**config.mk**
```make
export PLATFORM = sky130hd
export DESIGN_NAME = page_reloc_unit
export DESIGN_NICKNAME = d
export VERILOG_FILES = /design/src/rtl/prel_pkg.sv /design/src/rtl/prel_regbank.sv /design/src/rtl/prel_xlate.sv /design/src/rtl/prel_fault_fsm.sv /design/src/rtl/page_reloc_unit.sv
export SDC_FILE = /design/constraint.sdc
export NUM_CORES = 2
export LEC_CHECK = 0
export ABC_AREA = 1
export BUFFER_PORTS_ARGS = -buffer_cell sky130_fd_sc_hd__buf_2
export CORE_ASPECT_RATIO = 1.4
export CORE_MARGIN = 1
export CORE_UTILIZATION = 35
export CTS_CLUSTER_DIAMETER = 50
export CTS_CLUSTER_SIZE = 20
export DETAILED_ROUTE_END_ITERATION = 16
export PLACE_DENSITY = 0.6
export SLEW_MARGIN = 20
export SYNTH_ARGS = -nofsm -noshare
export SYNTH_HDL_FRONTEND = slang
export SYNTH_SLANG_ARGS = --single-unit
```
**constraint.sdc**
```tcl
create_clock -name clk -period 4.3 [get_ports clk]
set_clock_uncertainty 0.15 [all_clocks]
set_input_delay 0.43 -clock clk [delete_from_list [all_inputs] [get_ports clk]]
set_output_delay 0.43 -clock clk [all_outputs]
set_load 0.05 [all_outputs]
```
**src/rtl/prel_pkg.sv**
```systemverilog
package prel_pkg;
    localparam int VA_W      = 16;
    localparam int PG_W      = 3;
    localparam int BN_W      = 7;
    localparam int DISP_W    = 6;
    localparam int NPAGE     = 1 << PG_W;
    localparam int REG_W     = 16;
    localparam int PA_W      = 22;
    localparam int NARROW_PB = 12;
    localparam int NMODE     = 3;
    localparam int NBANK     = NMODE * 2;
    localparam int BK_W      = $clog2(NBANK);
    localparam int CTL_W     = 2 + NMODE;
    localparam int LEN_LO    = 8;
    localparam logic [7:0] CTL_ADDR  = 8'h80;
    localparam logic [7:0] STAT_ADDR = 8'h81;

    typedef enum logic [1:0] {
        MODE_KERN = 2'b00,
        MODE_SUPV = 2'b01,
        MODE_BAD  = 2'b10,
        MODE_USER = 2'b11
    } cpu_mode_e;

    typedef enum logic [1:0] {
        ACC_NONE  = 2'b00,
        ACC_RO    = 2'b01,
        ACC_NONE2 = 2'b10,
        ACC_RW    = 2'b11
    } acc_e;

    typedef struct packed {
        logic len_bad;
        logic ro_write;
        logic no_access;
    } fault_why_t;

    function automatic logic [1:0] mode_index(input logic [1:0] m);
        case (m)
            MODE_SUPV: return 2'd1;
            MODE_USER: return 2'd2;
            default:   return 2'd0;
        endcase
    endfunction
endpackage

```
**src/rtl/prel_regbank.sv**
```systemverilog
module prel_regbank
    import prel_pkg::*;
#(
    parameter int NPG = NPAGE,
    parameter int NBK = NBANK,
    parameter int RW  = REG_W
) (
    input  logic            clk,
    input  logic            rst_n,
    input  logic            wr_en,
    input  logic [7:0]      rg_addr,
    input  logic [RW-1:0]   wr_data,
    input  logic [BK_W-1:0] bank_sel,
    input  logic [PG_W-1:0] page_sel,
    output logic [RW-1:0]   sel_base,
    output logic [RW-1:0]   sel_desc,
    output logic [RW-1:0]   map_rdata,
    output logic [CTL_W-1:0] ctl_q
);
    logic [RW-1:0] base_q [NBK][NPG];
    logic [RW-1:0] desc_q [NBK][NPG];
    logic          map_hit;
    logic [BK_W-1:0] acc_bank;
    logic [NBK-1:0][NPG-1:0] we_base;
    logic [NBK-1:0][NPG-1:0] we_desc;

    assign map_hit  = !rg_addr[7] && (rg_addr[6:5] != MODE_BAD);
    assign acc_bank = BK_W'({mode_index(rg_addr[6:5]), rg_addr[4]});

    genvar gb, gp;
    generate
        for (gb = 0; gb < NBK; gb++) begin : g_bank
            for (gp = 0; gp < NPG; gp++) begin : g_page
                assign we_base[gb][gp] = wr_en && map_hit && !rg_addr[3]
                                       && acc_bank == BK_W'(gb)
                                       && rg_addr[2:0] == PG_W'(gp);
                assign we_desc[gb][gp] = wr_en && map_hit && rg_addr[3]
                                       && acc_bank == BK_W'(gb)
                                       && rg_addr[2:0] == PG_W'(gp);
            end
        end
    endgenerate

    always_ff @(posedge clk or negedge rst_n) begin
        if (!rst_n) begin
            for (int b = 0; b < NBK; b++) begin
                for (int p = 0; p < NPG; p++) begin
                    base_q[b][p] <= '0;
                    desc_q[b][p] <= '0;
                end
            end
        end else begin
            for (int b = 0; b < NBK; b++) begin
                for (int p = 0; p < NPG; p++) begin
                    if (we_base[b][p]) base_q[b][p] <= wr_data;
                    if (we_desc[b][p]) desc_q[b][p] <= wr_data;
                end
            end
        end
    end

    always_ff @(posedge clk or negedge rst_n) begin
        if (!rst_n) begin
            ctl_q <= '0;
        end else if (wr_en && rg_addr == CTL_ADDR) begin
            ctl_q <= wr_data[CTL_W-1:0];
        end
    end

    assign sel_base = base_q[bank_sel][page_sel];
    assign sel_desc = desc_q[bank_sel][page_sel];

    always_comb begin
        if (!map_hit) begin
            map_rdata = '0;
        end else if (rg_addr[3]) begin
            map_rdata = desc_q[acc_bank][rg_addr[2:0]];
        end else begin
            map_rdata = base_q[acc_bank][rg_addr[2:0]];
        end
    end


    ctl_write_chk: assert property (@(posedge clk) disable iff (!rst_n)
        (wr_en && rg_addr == CTL_ADDR) |=> (ctl_q == $past(wr_data[CTL_W-1:0])));
endmodule

```
**src/rtl/prel_xlate.sv**
```systemverilog
module prel_xlate
    import prel_pkg::*;
(
    input  logic [VA_W-1:0]  va,
    input  logic             is_write,
    input  logic             is_data,
    input  logic [1:0]       mode,
    input  logic             ctl_en,
    input  logic             ctl_wide,
    input  logic [NMODE-1:0] ctl_id,
    input  logic [REG_W-1:0] base,
    input  logic [REG_W-1:0] desc,
    output logic [BK_W-1:0]  bank_sel,
    output logic [PG_W-1:0]  page,
    output logic [PA_W-1:0]  pa,
    output logic             fault,
    output fault_why_t       why
);
    logic [BN_W-1:0]      bn;
    logic [DISP_W-1:0]    disp;
    logic [1:0]           midx;
    logic                 use_dbank;
    logic                 bad_mode;
    logic [BN_W-1:0]      len;
    acc_e                 acc;
    logic [NARROW_PB-1:0] pb_narrow;
    logic [REG_W-1:0]     pb_wide;
    logic                 top_page;
    logic                 unused_desc;

    assign page      = va[VA_W-1 -: PG_W];
    assign bn        = va[DISP_W +: BN_W];
    assign disp      = va[DISP_W-1:0];
    assign midx      = mode_index(mode);
    assign bad_mode  = (mode == MODE_BAD);
    assign use_dbank = is_data && ctl_id[midx];
    assign bank_sel  = BK_W'({midx, use_dbank});
    assign len       = desc[LEN_LO +: BN_W];
    assign acc       = acc_e'(desc[2:1]);
    assign top_page  = &page;
    assign unused_desc = ^{desc[REG_W-1], desc[LEN_LO-1:3], desc[0]};

    assign pb_narrow = base[NARROW_PB-1:0] + NARROW_PB'(bn);
    assign pb_wide   = base + REG_W'(bn);

    always_comb begin
        if (!ctl_en) begin
            if (top_page) begin
                pa = ctl_wide ? {{(PA_W-VA_W){1'b1}}, va}
                              : {4'b0, 2'b11, va};
            end else begin
                pa = PA_W'(va);
            end
        end else if (ctl_wide) begin
            pa = {pb_wide, disp};
        end else begin
            pa = {4'b0, pb_narrow, disp};
        end
    end

    always_comb begin
        why = '0;
        if (ctl_en) begin
            why.no_access = bad_mode || acc == ACC_NONE || acc == ACC_NONE2;
            why.ro_write  = !bad_mode && acc == ACC_RO && is_write;
            why.len_bad   = !bad_mode && (bn > len);
        end
    end

    assign fault = |why;
endmodule

```
**src/rtl/prel_fault_fsm.sv**
```systemverilog
module prel_fault_fsm
    import prel_pkg::*;
(
    input  logic            clk,
    input  logic            rst_n,
    input  logic            req_valid,
    input  logic            fault,
    input  fault_why_t      why,
    input  logic [PG_W-1:0] page,
    input  logic [1:0]      mode,
    input  logic            is_data,
    input  logic            clr,
    output logic [REG_W-1:0] status_q
);
    typedef enum logic {ST_OPEN = 1'b0, ST_HELD = 1'b1} fst_e;
    fst_e state, state_nx;
    logic capture;

    assign capture = (state == ST_OPEN) && req_valid && fault && !clr;

    always_comb begin
        state_nx = state;
        unique case (state)
            ST_OPEN: if (capture) state_nx = ST_HELD;
            ST_HELD: if (clr)     state_nx = ST_OPEN;
        endcase
    end

    always_ff @(posedge clk or negedge rst_n) begin
        if (!rst_n) state <= ST_OPEN;
        else        state <= state_nx;
    end

    always_ff @(posedge clk or negedge rst_n) begin
        if (!rst_n) begin
            status_q <= '0;
        end else if (clr) begin
            status_q <= '0;
        end else if (capture) begin
            status_q <= {1'b1, 6'b0, why, is_data, mode, page};
        end
    end


    hold_chk: assert property (@(posedge clk) disable iff (!rst_n)
        (state == ST_HELD && !clr) |=> $stable(status_q));

    clear_chk: assert property (@(posedge clk) disable iff (!rst_n)
        clr |=> !status_q[REG_W-1]);

    capture_chk: assert property (@(posedge clk) disable iff (!rst_n)
        (!status_q[REG_W-1] && req_valid && fault && !clr) |=> status_q[REG_W-1]);
endmodule

```
**src/rtl/page_reloc_unit.sv**
```systemverilog
module page_reloc_unit
    import prel_pkg::*;
(
    input  logic        clk,
    input  logic        rst_n,
    input  logic        req_valid,
    input  logic [15:0] req_va,
    input  logic        req_write,
    input  logic        req_data,
    input  logic [1:0]  req_mode,
    output logic [21:0] pa,
    output logic        abort,
    input  logic        reg_we,
    input  logic [7:0]  reg_addr,
    input  logic [15:0] reg_wdata,
    output logic [15:0] reg_rdata
);
    logic [BK_W-1:0]  bank_sel;
    logic [PG_W-1:0]  page;
    logic [REG_W-1:0] sel_base, sel_desc, map_rdata, status_q;
    logic [CTL_W-1:0] ctl_q;
    logic             fault, stat_clr;
    fault_why_t       why;

    assign stat_clr = reg_we && reg_addr == STAT_ADDR;

    prel_regbank u_regs (
        .clk(clk), .rst_n(rst_n), .wr_en(reg_we), .rg_addr(reg_addr),
        .wr_data(reg_wdata), .bank_sel(bank_sel), .page_sel(page),
        .sel_base(sel_base), .sel_desc(sel_desc), .map_rdata(map_rdata),
        .ctl_q(ctl_q)
    );

    prel_xlate u_xlate (
        .va(req_va), .is_write(req_write), .is_data(req_data), .mode(req_mode),
        .ctl_en(ctl_q[0]), .ctl_wide(ctl_q[1]), .ctl_id(ctl_q[CTL_W-1:2]),
        .base(sel_base), .desc(sel_desc), .bank_sel(bank_sel), .page(page),
        .pa(pa), .fault(fault), .why(why)
    );

    prel_fault_fsm u_fault (
        .clk(clk), .rst_n(rst_n), .req_valid(req_valid), .fault(fault),
        .why(why), .page(page), .mode(req_mode), .is_data(req_data),
        .clr(stat_clr), .status_q(status_q)
    );

    assign abort = req_valid && fault;

    always_comb begin
        if (!reg_addr[7])                reg_rdata = map_rdata;
        else if (reg_addr == CTL_ADDR)   reg_rdata = REG_W'(ctl_q);
        else if (reg_addr == STAT_ADDR)  reg_rdata = status_q;
        else                             reg_rdata = '0;
    end


    disabled_noabort_chk: assert property (@(posedge clk) disable iff (!rst_n)
        !ctl_q[0] |-> !abort);

    valid_gate_chk: assert property (@(posedge clk) disable iff (!rst_n)
        !req_valid |-> !abort);
endmodule

```
==> run metrics <==
fraction of registers with async set or reset after synthesis=1.00; global-route met2 utilization=0.529; insertion delay to the later sink of the worst-skew pair=0.86 ns; number of pins with negative max-slew slack in the final report=0; CP bufs+invs=7; endpoint of the lowest-slack register-to-register path=u_fault.status_q[3]$_DFFE_PN0P_; placer's final routability congestion estimate=a little over 1; starting density of the core=0.353; Period Utilization, post-route=1.26; first-pass GRT wire length=around 550000 µm; crit path launch type=register; share of layout cells above drive strength 1=0.148; clock root cell=clkbuf_16; violated checks=negative setup slack; result of the run=finished, violations left; number of nets in the layout=10300; required arrival time at the worst endpoint=about 3.7 ns; overall die area=0.227 mm²; top cell family by delay on the critical path=simple AND/OR/NAND/NOR gates; largest net degree at the start of global routing=roughly 110; Crit path largest cell delay=approximately 0.4 ns; number of vias per cell after detailed routing=about 6.0; achievable frequency=184 MHz; CTS sink count=approximately 1600; final hold violation count=0; Placed Instance Area=0.0874 mm²; maximum fanout along the worst path=11; Post-route DRC=0; Syn Area/Cell=between 7 and 8 µm²; number of antenna violations at the first check in global routing=26; Syn Nets=slightly above 10000; final design utilization=0.426; die extent in x=roughly 400 µm; Area contributors post-synth=dfrtp_1, nand2_1, o21ai_0, a22oi_1, clkbuf_1; Slew HR=0.219; count of input and output buffers=74; worst slew pin tran=about 1.2 ns; final setup margin=-1.13 ns; met3 layer usage reported by global route=0.0661; H-tree depth=4; most common cell after layout, fill and taps aside=nand2_1; register-to-register path setup slack=-0.26 ns; worst setup path class=register to primary output; number of different library cells in the post-synthesis netlist=between 50 and 60; cells after synthesis=~10000; Num CTS Buffers=~150; setup repair after global routing missed its margin=true; Clock transition at path regs=~0.080 ns; area share of the largest cell type after synthesis=0.494; vias in the first global route=76100; commonest register cell after synthesis=dfrtp_1; hold path startpoint=reg_wdata[7]; number of top-level design ports=87; floorplan die height=roughly 560 µm; Leak=a little over 40 nW; met1 capacity usage during global routing=0.389; 1st-iter DRT viols=roughly 11000; Post-synth EDFFs=0; final std cell area, no fill=0.0949 mm²; maximum root-to-sink buffer count=4; total setup violations reported at the end of the flow=31; routed via count=approximately 80000; worst hold path stage count=3; top library cells by usage in the layout, fill and taps aside=nand2_1, o21ai_0, dfrtp_1; DRT Pass-1 Iters=9; length in cells of the worst reg-to-reg path=31; proportion of synthesized chip area in sequential cells=0.494; Hold Path End=u_regs.desc_q[87]$_DFFE_PN0P_; number of max-cap violations=0; origin of the critical flop-to-flop path=u_regs.ctl_q[3]$_DFFE_PN0P_; biggest area consumer among synthesized cells=dfrtp_1; core area=0.223 mm²; netlist area before placement=about 0.079 mm²; Total Routing Usage GR=0.335; number of nets with antenna violations after routing=0; site row count=around 210; final critical-path required period=between 5 and 6 ns; crit-path most repeated cell=nand3_4; slowest stage cell on the critical path=dfrtp_1; busiest layer in global routing=met2; worst voltage drop across the vdd grid=between 0.0003 and 0.0004 V; Worst Path Arrival=between 4 and 5 ns; CTS tree=yes; half-perimeter wire length after placement=~260000 µm; P per Cell Area=373 mW/mm²; Post-Route WL=between 300000 and 400000 µm; WL/cell=a little under 30 µm; P&R area growth vs syn=20.7%; nature of the critical path endpoint=primary output; global route overflow=0; Yosys warnings=0; flip-flop and latch count after synthesis=~1600; type of the tightest min-delay check=input port to register
==> where the power goes <==
part | switching (mW) | leakage [nW] | internal [mW]
clock | 6.79 | 2.47 | 7.55
combinational | 3.52 | 17.1 | 1.66
sequential | 0.586 | 21.4 | 15.3
total | 10.9 | 41.0 | 24.5
==> stage by stage <==
stage / total power, mW / hold WS [ns] / TNS, ns / instances / worst slack, ns
final: 35.4 / 0.00591 / -16.73 / 13300 / -1.13
after global routing: 36.3 / 0.0362 / -18.54 / 13300 / -1.24
after CTS: 35.3 / 0.0112 / -13.56 / 13200 / -1.08
after detailed placement: 20.9 / 0.322 / -30.50 / 12900 / -1.22
after global placement: 20.8 / 0.316 / -29.08 / 12900 / -1.15
after floorplan: 18.2 / -0.0156 / -1.41 / 9991 / -0.373
==> final cells by class <==
type | count | area (µm²)
diodes | 14 | 35.0
well taps | 2898 | 3630
repair buffers | 1042 | 10100
multi-input cells | 7103 | 35700
clock buffers | 172 | 3990
fillers | 22100 | 128000
inverters | 400 | 1560
flip-flops and latches | 1552 | 38800
clock inverters | 91 | 1130
==> per-layer routing <==
metal  routed length (µm)  part of all wire
met1               137000              0.35
met2               176000              0.45
met3                36100             0.093
met4                39600              0.10
met5                   95           0.00024
==> cell families (layout without fill, tap and decap cells) <==
kind of cell / after synthesis / in the layout / synth area share
buffers and inverters: 1337 / 1705 / 0.0689
xor gates and xnor gates: 3 / 3 / 0.000334
AOI/OAI and AO/OA: 3457 / 3457 / 0.252
DFF: 1552 / 1552 / 0.494
and+or+nand+nor: 3627 / 3628 / 0.182
adders and majority gates: 15 / 15 / 0.00248
other: 0 / 14 / 0
==> Yosys cell counts (3+ instances only) <==
| cell | n |
|---|---|
| nand2_1 | 2953 |
| o21ai_0 | 1994 |
| dfrtp_1 | 1552 |
| clkbuf_1 | 679 |
| a22oi_1 | 488 |
| a21oi_1 | 451 |
| nand3_1 | 422 |
| inv_1 | 389 |
| nor2_1 | 178 |
| o22ai_1 | 174 |
| buf_2 | 138 |
| buf_1 | 71 |
| o221ai_1 | 58 |
| a22o_1 | 57 |
| a221oi_1 | 46 |
| o211ai_1 | 39 |
| buf_4 | 36 |
| o21ai_1 | 35 |
| a31oi_1 | 27 |
| nand4_1 | 26 |
| nor3_1 | 19 |
| a32o_1 | 14 |
| ha_1 | 14 |
| nand3b_1 | 13 |
| a211oi_1 | 12 |
| buf_6 | 12 |
| o311ai_0 | 10 |
| inv_2 | 8 |
| o2111ai_1 | 7 |
| o31ai_1 | 7 |
| a221o_1 | 6 |
| a41oi_1 | 6 |
| o311ai_1 | 6 |
| a32oi_1 | 4 |
| o32ai_1 | 4 |
| a31o_2 | 3 |
| clkinv_1 | 3 |
| nand2_2 | 3 |
==> flip-flops by register name (all words and copies together) (netlist names) <==
register,count
u_regs.base_q,768
u_fault.status_q,10
u_regs.ctl_q,5
u_fault.state,1
u_regs.desc_q,768
==> worst max-delay path by stage <==
stage	endpoint	slack, ns	depth (start not counted)	start
after floorplan	pa[16]	-0.37	29	req_mode[0]
after global placement	u_fault.status_q[8]$_DFFE_PN0P_	-1.15	25	req_mode[1]
after detailed placement	u_fault.status_q[6]$_DFFE_PN0P_	-1.22	25	req_mode[1]
after CTS	pa[19]	-1.08	31	u_regs.ctl_q[3]$_DFFE_PN0P_
after global routing	pa[19]	-1.24	31	u_regs.ctl_q[3]$_DFFE_PN0P_
final	pa[19]	-1.13	27	u_regs.ctl_q[3]$_DFFE_PN0P_
==> worst register-to-register path: cells and delay by family, from the launching register on <==
kind,cells,cell delay [ns]
buffers and inverters,12,1.68
AOI/OAI and AO/OA,9,1.04
and+or+nand+nor,9,0.83
DFF,1,0.41
adders and majority gates,1,0.34
==> timing repair <==
item / CTS / global route
gates resized for setup: 191 / 137
gates cloned: 14 / 3
endpoints found under the setup margin: 44 / 43
hold buffers: 3 / 0
hold endpoints to repair: 72 / 0
buffers inserted: 50 / 24
pin swaps: 55 / 41
(Power assumes the default switching activity.)
